[src/rtl/tamper_pkg.sv]
package tamper_pkg;

  localparam int REG_W = 32;

  // control word bit positions
  localparam int B_EN   = 0;
  localparam int B_ACT  = 1;
  localparam int B_REC  = 2;
  localparam int SPD_LO = 4;
  localparam int VAL_LO = 8;
  localparam int FLT_LO = 16;
  localparam int B_BYP  = 20;
  localparam int B_LOCK = 31;
  localparam logic [REG_W-1:0] CTRL_MASK = 32'h801F_03F7;

  typedef enum logic [1:0] {
    SEL_CTRL = 2'd0,
    SEL_POLY = 2'd1,
    SEL_SEED = 2'd2,
    SEL_NONE = 2'd3
  } regSel_e;

  // strobes and settings from control to datapath
  typedef struct packed {
    logic       enable;
    logic       active;
    logic       recover;
    logic       bypass;
    logic [3:0] filterLen;
    logic [1:0] expectLvl;
    logic       tick;
    logic       seedLoad;
  } strobe_t;

endpackage

[src/rtl/tamper_ctrl.sv]
module tamper_ctrl
  import tamper_pkg::*;
#(
  parameter int LFSR_W   = 32,
  parameter int CLK_LOG2 = 15
) (
  input  logic              clk,
  input  logic              rstN,
  input  logic              wrEn,
  input  logic [1:0]        wrAddr,
  input  logic [REG_W-1:0]  wrData,
  input  logic [1:0]        rdAddr,
  output logic [REG_W-1:0]  rdData,
  output strobe_t           st,
  output logic [LFSR_W-1:0] polyVal,
  output logic [LFSR_W-1:0] seedVal
);

  localparam int DIV_W = CLK_LOG2 + 1;

  logic [REG_W-1:0]  ctrlReg;
  logic [LFSR_W-1:0] polyReg;
  logic [LFSR_W-1:0] seedReg;
  logic              polyWritten;
  logic [DIV_W-1:0]  divCnt;
  logic [DIV_W-1:0]  periodM1;
  logic [4:0]        effSpeed;
  logic              running;
  logic              locked;
  logic              wrCtrl, wrPoly, wrSeed;
  logic              tick;

  assign locked = ctrlReg[B_LOCK];
  assign wrCtrl = wrEn && (regSel_e'(wrAddr) == SEL_CTRL);
  assign wrPoly = wrEn && (regSel_e'(wrAddr) == SEL_POLY);
  assign wrSeed = wrEn && (regSel_e'(wrAddr) == SEL_SEED);

  always_ff @(posedge clk or negedge rstN) begin
    if (!rstN) begin
      ctrlReg <= '0;
    end else if (wrCtrl && !locked) begin
      ctrlReg <= wrData & CTRL_MASK;
    end
  end

  always_ff @(posedge clk or negedge rstN) begin
    if (!rstN) begin
      polyReg     <= '0;
      polyWritten <= 1'b0;
    end else if (wrPoly && !polyWritten) begin
      polyReg     <= wrData[LFSR_W-1:0];
      polyWritten <= 1'b1;
    end
  end

  always_ff @(posedge clk or negedge rstN) begin
    if (!rstN) begin
      seedReg <= '0;
    end else if (wrSeed) begin
      seedReg <= wrData[LFSR_W-1:0];
    end
  end

  // shift-rate divider
  assign running = ctrlReg[B_EN] && ctrlReg[B_ACT];

  always_comb begin
    if ({1'b0, ctrlReg[SPD_LO +: 4]} > 5'(CLK_LOG2)) effSpeed = 5'(CLK_LOG2);
    else effSpeed = {1'b0, ctrlReg[SPD_LO +: 4]};
    periodM1 = (DIV_W'(1) << (5'(CLK_LOG2) - effSpeed)) - DIV_W'(1);
  end

  assign tick = running && (divCnt >= periodM1);

  always_ff @(posedge clk or negedge rstN) begin
    if (!rstN) begin
      divCnt <= '0;
    end else if (!running || tick) begin
      divCnt <= '0;
    end else begin
      divCnt <= divCnt + 1'b1;
    end
  end

  always_comb begin
    st.enable    = ctrlReg[B_EN];
    st.active    = ctrlReg[B_ACT];
    st.recover   = ctrlReg[B_REC];
    st.bypass    = ctrlReg[B_BYP];
    st.filterLen = ctrlReg[FLT_LO +: 4];
    st.expectLvl = ctrlReg[VAL_LO +: 2];
    st.tick      = tick;
    st.seedLoad  = wrSeed;
  end

  assign polyVal = polyReg;
  assign seedVal = wrSeed ? wrData[LFSR_W-1:0] : seedReg;

  always_comb begin
    case (regSel_e'(rdAddr))
      SEL_CTRL: rdData = ctrlReg;
      SEL_POLY: rdData = {{(REG_W-1){1'b0}}, polyWritten};
      default:  rdData = '0;
    endcase
  end


  poly_once_chk: assert property (@(posedge clk) disable iff (!rstN)
    (polyWritten && wrPoly) |=> $stable(polyReg));


  lock_hold_chk: assert property (@(posedge clk) disable iff (!rstN)
    ctrlReg[B_LOCK] |=> $stable(ctrlReg));


  divider_idle_chk: assert property (@(posedge clk) disable iff (!rstN)
    !running |=> (divCnt == '0));

endmodule

[src/rtl/tamper_datapath.sv]
module tamper_datapath
  import tamper_pkg::*;
#(
  parameter int LFSR_W = 32,
  parameter int FILT_W = 4
) (
  input  logic              clk,
  input  logic              rstN,
  input  strobe_t           st,
  input  logic [LFSR_W-1:0] polyVal,
  input  logic [LFSR_W-1:0] seedVal,
  input  logic [1:0]        pinIn,
  output logic              pinOut,
  output logic [1:0]        violation
);

  localparam int CNT_W = 2 ** FILT_W;

  logic [LFSR_W-1:0] lfsr;
  logic [LFSR_W-1:0] lfsrNext;
  logic              activeOn;
  logic              mismatch;
  logic              activeErr;
  logic [1:0]        raw;
  logic [1:0]        filtVec;

  assign activeOn = st.enable && st.active;
  assign mismatch = pinIn[1] != lfsr[0];
  assign lfsrNext = (lfsr >> 1) ^ (lfsr[0] ? polyVal : '0);

  always_ff @(posedge clk or negedge rstN) begin
    if (!rstN) begin
      lfsr <= '0;
    end else if (st.seedLoad) begin
      lfsr <= seedVal;
    end else if (activeOn && st.tick) begin
      if (mismatch && st.recover) lfsr <= seedVal;
      else lfsr <= lfsrNext;
    end
  end

  always_ff @(posedge clk or negedge rstN) begin
    if (!rstN) begin
      activeErr <= 1'b0;
    end else if (!activeOn) begin
      activeErr <= 1'b0;
    end else if (st.tick) begin
      if (mismatch) activeErr <= 1'b1;
      else if (st.recover) activeErr <= 1'b0;
    end
  end

  assign pinOut = activeOn && lfsr[0];

  always_comb begin
    raw[0] = st.enable && !st.active && (pinIn[0] != st.expectLvl[0]);
    raw[1] = st.enable && (st.active ? activeErr : (pinIn[1] != st.expectLvl[1]));
  end

  for (genvar i = 0; i < 2; i++) begin : g_filt
    logic [CNT_W-1:0] cnt;
    logic [CNT_W-1:0] cntInc;
    logic             filtQ;

    assign cntInc = (&cnt) ? cnt : cnt + 1'b1;

    always_ff @(posedge clk or negedge rstN) begin
      if (!rstN) begin
        cnt   <= '0;
        filtQ <= 1'b0;
      end else if (!st.enable || !raw[i]) begin
        cnt   <= '0;
        filtQ <= 1'b0;
      end else begin
        cnt   <= cntInc;
        filtQ <= cntInc >= (CNT_W'(1) << st.filterLen);
      end
    end

    assign filtVec[i] = filtQ;


    filter_age_chk: assert property (@(posedge clk) disable iff (!rstN)
      $rose(filtQ) |-> $past(raw[i]));
  end

  assign violation = st.enable ? (st.bypass ? raw : filtVec) : 2'b00;


  disabled_clear_chk: assert property (@(posedge clk) disable iff (!rstN)
    !st.enable |=> !activeErr);


  lfsr_hold_chk: assert property (@(posedge clk) disable iff (!rstN)
    (!st.tick && !st.seedLoad) |=> $stable(lfsr));


  active_sticky_chk: assert property (@(posedge clk) disable iff (!rstN)
    (activeErr && activeOn && !st.recover) |=> activeErr);

endmodule

[src/rtl/tamper_channel.sv]
module tamper_channel
  import tamper_pkg::*;
#(
  parameter int LFSR_W   = 32,
  parameter int CLK_LOG2 = 15,
  parameter int FILT_W   = 4
) (
  input  logic        clk,
  input  logic        rstN,
  input  logic        wrEn,
  input  logic [1:0]  wrAddr,
  input  logic [31:0] wrData,
  input  logic [1:0]  rdAddr,
  output logic [31:0] rdData,
  input  logic [1:0]  pinIn,
  output logic        pinOut,
  output logic [1:0]  violation
);

  strobe_t           st;
  logic [LFSR_W-1:0] polyVal;
  logic [LFSR_W-1:0] seedVal;

  tamper_ctrl #(
    .LFSR_W  (LFSR_W),
    .CLK_LOG2(CLK_LOG2)
  ) u_ctrl (
    .clk    (clk),
    .rstN   (rstN),
    .wrEn   (wrEn),
    .wrAddr (wrAddr),
    .wrData (wrData),
    .rdAddr (rdAddr),
    .rdData (rdData),
    .st     (st),
    .polyVal(polyVal),
    .seedVal(seedVal)
  );

  tamper_datapath #(
    .LFSR_W(LFSR_W),
    .FILT_W(FILT_W)
  ) u_dp (
    .clk      (clk),
    .rstN     (rstN),
    .st       (st),
    .polyVal  (polyVal),
    .seedVal  (seedVal),
    .pinIn    (pinIn),
    .pinOut   (pinOut),
    .violation(violation)
  );

endmodule

[config.mk]
export PLATFORM = sky130hd
export DESIGN_NAME = tamper_channel
export DESIGN_NICKNAME = d
export VERILOG_FILES = /design/src/rtl/tamper_pkg.sv /design/src/rtl/tamper_ctrl.sv /design/src/rtl/tamper_datapath.sv /design/src/rtl/tamper_channel.sv
export SDC_FILE = /design/constraint.sdc
export NUM_CORES = 1
export LEC_CHECK = 0
export BUFFER_PORTS_ARGS = -buffer_cell sky130_fd_sc_hd__buf_2
export CAP_MARGIN = 20
export CORE_UTILIZATION = 40
export DETAILED_ROUTE_END_ITERATION = 6
export GPL_TIMING_DRIVEN = 0
export HOLD_SLACK_MARGIN = 0.06
export MAX_ROUTING_LAYER = met4
export SETUP_SLACK_MARGIN = 0.4
export SKIP_LAST_GASP = 1
export SLEW_MARGIN = 20
export SYNTH_ARGS = -nofsm -noshare
export SYNTH_HDL_FRONTEND = slang
export SYNTH_SLANG_ARGS = --single-unit
[constraint.sdc]
create_clock -name clk -period 3.3 [get_ports clk]
set_clock_uncertainty 0.05 [all_clocks]
set_input_delay 0.495 -clock clk [delete_from_list [all_inputs] [get_ports clk]]
set_output_delay 0.495 -clock clk [all_outputs]
set_load 0.02 [all_outputs]
# == After elaboration in Yosys (flattened, before gate mapping) ==
# Index checks and enable logic that the tools add are counted.
# word_totals
ff_bits,163
latch_bits,0
ramBits,0
romBits,0
inputBits,41
output_inout_bits,35
elab_cells,79
memories,0
# op_classes
n_addsub,5
mul,0
div_mod_pow,0
order_cmp,3
n_eq_ne,8
shifts,2
muxes,20
n_bitwise,1
reduce_logical,29
# op_table
operator,count
32-bit 2-to-1 mux,5
16-bit 2-to-1 mux,5
32-bit one-hot mux with 2 select lines,1
"16-bit by 1-bit adder with 16-bit output, second input constant",3
16-bit >= comparator,3
16-bit AND reduction,2
31-bit by 32-bit XOR with 32-bit output,1
"1-bit by 4-bit left shift with 16-bit output, first input constant",1
"1-bit by 5-bit left shift with 16-bit output, first input constant",1
"16-bit by 2-bit subtractor with 16-bit output, second input constant",1
1-bit logical AND,13
1-bit zero test,7
1-bit 2-to-1 mux,7
"4-bit by 4-bit subtractor with 5-bit output, first input constant",1
"2-bit by 1-bit == test with 1-bit output, second input constant",2
2-bit zero test,2
2-bit 2-to-1 mux,2
1-bit logical OR,3
1-bit != test,3
"3-bit by 1-bit != test with 1-bit output, second input constant",1
"2-bit == test, second input constant",1
"2-bit != test, second input constant",1
2-bit AND reduction,1
2-bit nonzero test,1

# == Longest topological paths before layout ==
# depth
word_depth,8
mapped_depth,18

# == Hierarchy ==
# Synthesis repeated with hierarchy kept, for this count alone.
# hier_totals
cells_unflattened,1004
hier_area_um2,9362.7
# modules_own_cells
mod,instances,cells_per_inst,area_each_um2
tamper_ctrl,1,450,4683.2
tamper_datapath,1,554,4679.5

# == Least setup slack after synthesis ==
# OpenSTA, ideal clock, no wires.
# synth_timing
path_kind,flip-flop to flip-flop
startpoint,register u_ctrl.ctrlReg[7]
endpoint,register u_dp.lfsr[10]
setup_ns,0.132
arrival_ns,3.027
t_required_ns,3.118
setup_slack_ns,0.091
path_stages_with_launch,17
path_buffers,3
cell_sequence,dfrtp_1 -> and2_1 -> clkbuf_1 -> nand3_1 -> ha_1 -> clkbuf_1 -> nor2b_1 -> a21oi_1 -> nor3_1 -> a21oi_1 -> ha_1 -> nand4_1 -> o311a_4 -> o22ai_4 -> buf_12 -> mux2i_1 -> o21ai_1
# synth_between
elab_chain_len,7
# synth_rtl
item,line_no,text
"start, declared",tamper_ctrl.sv:21,logic [REG_W-1:0] ctrlReg;
"start signal, assigned",tamper_ctrl.sv:42,ctrlReg <= wrData & CTRL_MASK;
4-bit by 4-bit subtractor with 5-bit output,tamper_ctrl.sv:70,periodM1 = (DIV_W'(1) << (5'(CLK_LOG2) - effSpeed)) - DIV_W'(1);
1-bit by 5-bit left shift with 16-bit output,tamper_ctrl.sv:70,
16-bit by 2-bit subtractor with 16-bit output,tamper_ctrl.sv:70,
16-bit >= comparator,tamper_ctrl.sv:73,assign tick = running && (divCnt >= periodM1);
1-bit logical AND,tamper_ctrl.sv:73,
1-bit logical AND,tamper_datapath.sv:36,end else if (activeOn && st.tick) begin
2-bit nonzero test (no source line),--,
"end signal, assigned",tamper_datapath.sv:35,lfsr <= seedVal;
"end signal, assigned",tamper_datapath.sv:37,if (mismatch && st.recover) lfsr <= seedVal;
"end signal, assigned",tamper_datapath.sv:38,else lfsr <= lfsrNext;
"end, declared",tamper_datapath.sv:19,logic [LFSR_W-1:0] lfsr;
# Every way passes these cells.
# A chain may end at the register's enable or synchronous reset.

# == Final worst setup path ==
# layout_timing
startpoint,register u_ctrl.ctrlReg[7]
endpoint,register u_dp.lfsr[2]
# The elaborated chain is that of the path after synthesis.

==> results.cfg <==
[setup_path]
crit_slowest_cell = dfrtp_1
startpoint_type = register
timing.rr.start = u_ctrl.ctrlReg[7]
crit_chain = buf_4 -> buf_4 -> or3_1 -> o2bb2ai_1 -> a21oi_2 -> ha_1 -> nand4_1 -> or3_4 -> o22ai_4 -> buf_12 -> clkbuf_16 -> mux2i_1 -> o21ai_1
arrival_ns = 3.49
cp_max_fo = 7
r2r_end = u_dp.lfsr[2]
setup.worst_path.end_class = register
rrSetupSlack_ns = 0.05
cp_data_required_time_ns = 3.54
reg2reg_depth = 13
path_delay_family = simple AND/OR/NAND/NOR gates
worst-path-buf-inv = 4
path_class = register to register
slowest_delay_ns = 0.44
cp_common_cell = buf_4

[timing]
relSlewSlack = 0.600
period_needed_ns = 3.25
setup_ws_ns = 0.0524
min_period_over_period = 0.984
slew_violations = 0
tns_ns = 0
rsz0062_at_grt = yes
fmax_mhz = 308
setup_viol = 0
max_slew.worst_pin.slew_ns = 0.601
hold_viol = 0

[clock_tree]
cts_tree = yes
clock-sinks = 163
h-tree-depth = 4
cts_root_buf = clkbuf_16
clockBufferDepth = 2
clkTransAtPathRegs_ns = 0.07
clock_latency_ns = 0.43
numCtsBuffers = 17

[synthesis]
synthArstFlopShare = 1.00
ys_warn_count = 0
ys_ff_latch = 163
ys_types = 62
syn_area_mm2 = 0.00941
postSynthAreaPerCell_um2 = 9.72
ys.flop_type = dfrtp_1
yosys.area.top_type = dfrtp_1
ys_seq_area_frac = 0.434
synth_area_leaders = dfrtp_1 43%, nand2_1 7.8%, ha_1 6.9%, mux2_2 5.6%, xor2_1 4.4%
syn_inst = 968
yosysTopAreaCellShare = 0.434
synth-edff-count = 0

[global_routing]
grt_usage = 0.197
grt_pass1_vias = 7039
antenna_found_initial = 1
grt_max_degree = 65
gr-total-overflow = 0
grt_pass1_wl_um = 36300

[floorplan]
die_w_um = 155
rows = 55
ioPinCount = 76
core_mm2 = 0.0228
die_h_um = 155
die-area_mm2 = 0.0241
start_util = 0.412

[finish]
fill_cells = 2106
area_growth_pct = 23.4
nNetsFinal = 1193
final_cells = 1427
drive_gt1_frac = 0.252

[route]
drc = 0
ant_nets = 0
highest_layer = met4
wl_met2_um = 10900
wire_per_inst_um = 15.7
wl_met3_um = 652
vias = 7155
viasPerCell = 5.01
drt-met1-wl_um = 10300
routed_wl_um = 22400
drtIter0Drc = 391
drt_first_pass_iters = 5

[run]
drv_cap = 0

[place]
dp_hpwl_um = 15500
portBuffers = 58
pre_cts_ws_ns = -0.143
placed_cells = 1357
globalplace.congestion = 0.818

[pwr]
p_per_area_mw_per_mm2 = 605
power_leakage_nw = 5.27
vdd_drop_max_mv = 0.355

[min_path]
holdPathStages = 3
hold_class = primary input to register
worstHoldStart = wrData[26]
min_to = u_ctrl.seedReg[26]

[outcome]
outcome = complete, no violations
cell type report:
type,count,area [µm²],area share
Multi-Input combinational cell,741,5230,0.451
Sequential cell,163,4080,0.351
Timing Repair Buffer,97,732,0.0631
Clock buffer,20,467,0.0402
Buffer,66,463,0.0399
Tap cell,313,392,0.0337
Clock inverter,12,190,0.0164
Inverter,14,52.6,0.00453
Antenna cell,1,2.50,0.000216
synth_stat cells (5+ instances only):
cell type,n
nor2b_1,32
o21ai_0,46
nor2_1,36
mux2i_1,36
dfrtp_1,163
nand2_1,195
a21o_1,8
a21oi_1,16
buf_4,17
nand4_1,12
o21ai_1,32
and2_1,19
xor2_1,47
a31oi_1,8
o21a_1,5
xnor2_1,23
nor3_1,5
buf_2,11
inv_1,14
nand3_1,31
clkbuf_1,30
ha_1,52
mux2_2,47
and3_1,15
nor2_4,8
through the flow:
step	instance area, µm²	util	power [mW]	hold WS, ns
floorplan	9500	-	4.02	0.149
detailed placement	10200	0.449	4.54	0.361
CTS	11200	0.490	6.93	0.219
finish	11600	0.508	7.02	0.231
global placement	10200	0.446	4.49	0.408
global route	11600	0.508	7.43	0.236
tightest hold or removal path: stages:
cell	delay, ns
buf_2	0.08
nand2_1	0.05
nand2_1	0.05
worst max path at each step:
| stage | endpoint | depth (start not counted) | start |
|---|---|---|---|
| floorplan | u_dp.lfsr[10] | 16 | u_ctrl.ctrlReg[7] |
| global placement | u_ctrl.polyVal[22] | 1 | rstN |
| detailed placement | u_dp.lfsr[22] | 16 | u_ctrl.ctrlReg[7] |
| CTS | u_dp.lfsr[13] | 17 | u_ctrl.ctrlReg[7] |
| global route | u_dp.lfsr[2] | 15 | u_ctrl.ctrlReg[4] |
| finish | u_dp.lfsr[2] | 13 | u_ctrl.ctrlReg[7] |
repair_timing:
action                                  CTS  global route
pin swaps                                25            42
endpoints found under the hold margin    37             0
setup buffers                            16            16
cloned                                    1             3
hold buffers                              1             0
gates resized for setup                  26            53
endpoints found under the setup margin   51            51
layout by cell type (no fill, tap or decap), types with 14 or more instances in the layout:
master,netlist,final
o21ai_0,46,38
clkbuf_1,30,24
nor2b_1,32,30
buf_4,17,46
conb_1,2,18
inv_1,14,14
clkbuf_16,0,20
o21ai_1,32,39
mux2i_1,36,34
ha_1,52,46
buf_2,11,67
mux2_2,47,47
nor2_1,36,32
and2_1,19,17
xor2_1,47,46
nand2_1,195,193
nand3_1,31,26
xnor2_1,23,20
dfrtp_1,163,163
routing by layer:
| layer | GRT usage | up-vias |
|---|---|---|
| met2 | 0.316 | 108 |
| met3 | 0.0304 | 30 |
| met5 | - | - |
| met4 | 0.0752 | 0 |
| met1 | 0.250 | 3485 |
| li1 | - | 3532 |
sequential cells by signal (all words and copies together), names as in the netlist:
name and count:
u_ctrl.ctrlReg 15, u_ctrl.divCnt 16, u_ctrl.polyVal 32, u_ctrl.polyWritten 1
u_ctrl.seedReg 32, u_dp.activeErr 1, u_dp.g_filt.cnt 32, u_dp.g_filt.filtQ 2
u_dp.lfsr 32
report_power, final:
part	internal, mW	leakage, nW	total (mW)	switching [mW]
clock	1.35	0.323	2.23	0.881
combinational	0.990	2.87	2.13	1.14
sequential	2.41	2.08	2.66	0.254
logic make-up (layout without fill, tap and decap cells):
| family | after synthesis | in the layout | share of synthesized area |
|---|---|---|---|
| AO/OA/AOI/OAI | 134 | 134 | 0.0886 |
| XOR/XNOR | 70 | 70 | 0.0652 |
| adder cells (fa/ha/maj) | 52 | 52 | 0.0692 |
| buffers and inverters | 80 | 209 | 0.0479 |
| flip-flops | 163 | 163 | 0.434 |
| multiplexers | 83 | 83 | 0.0946 |
| other | 2 | 19 | 0.000798 |
| AND/OR/NAND/NOR | 384 | 384 | 0.200 |
(Power assumes the default switching activity.)
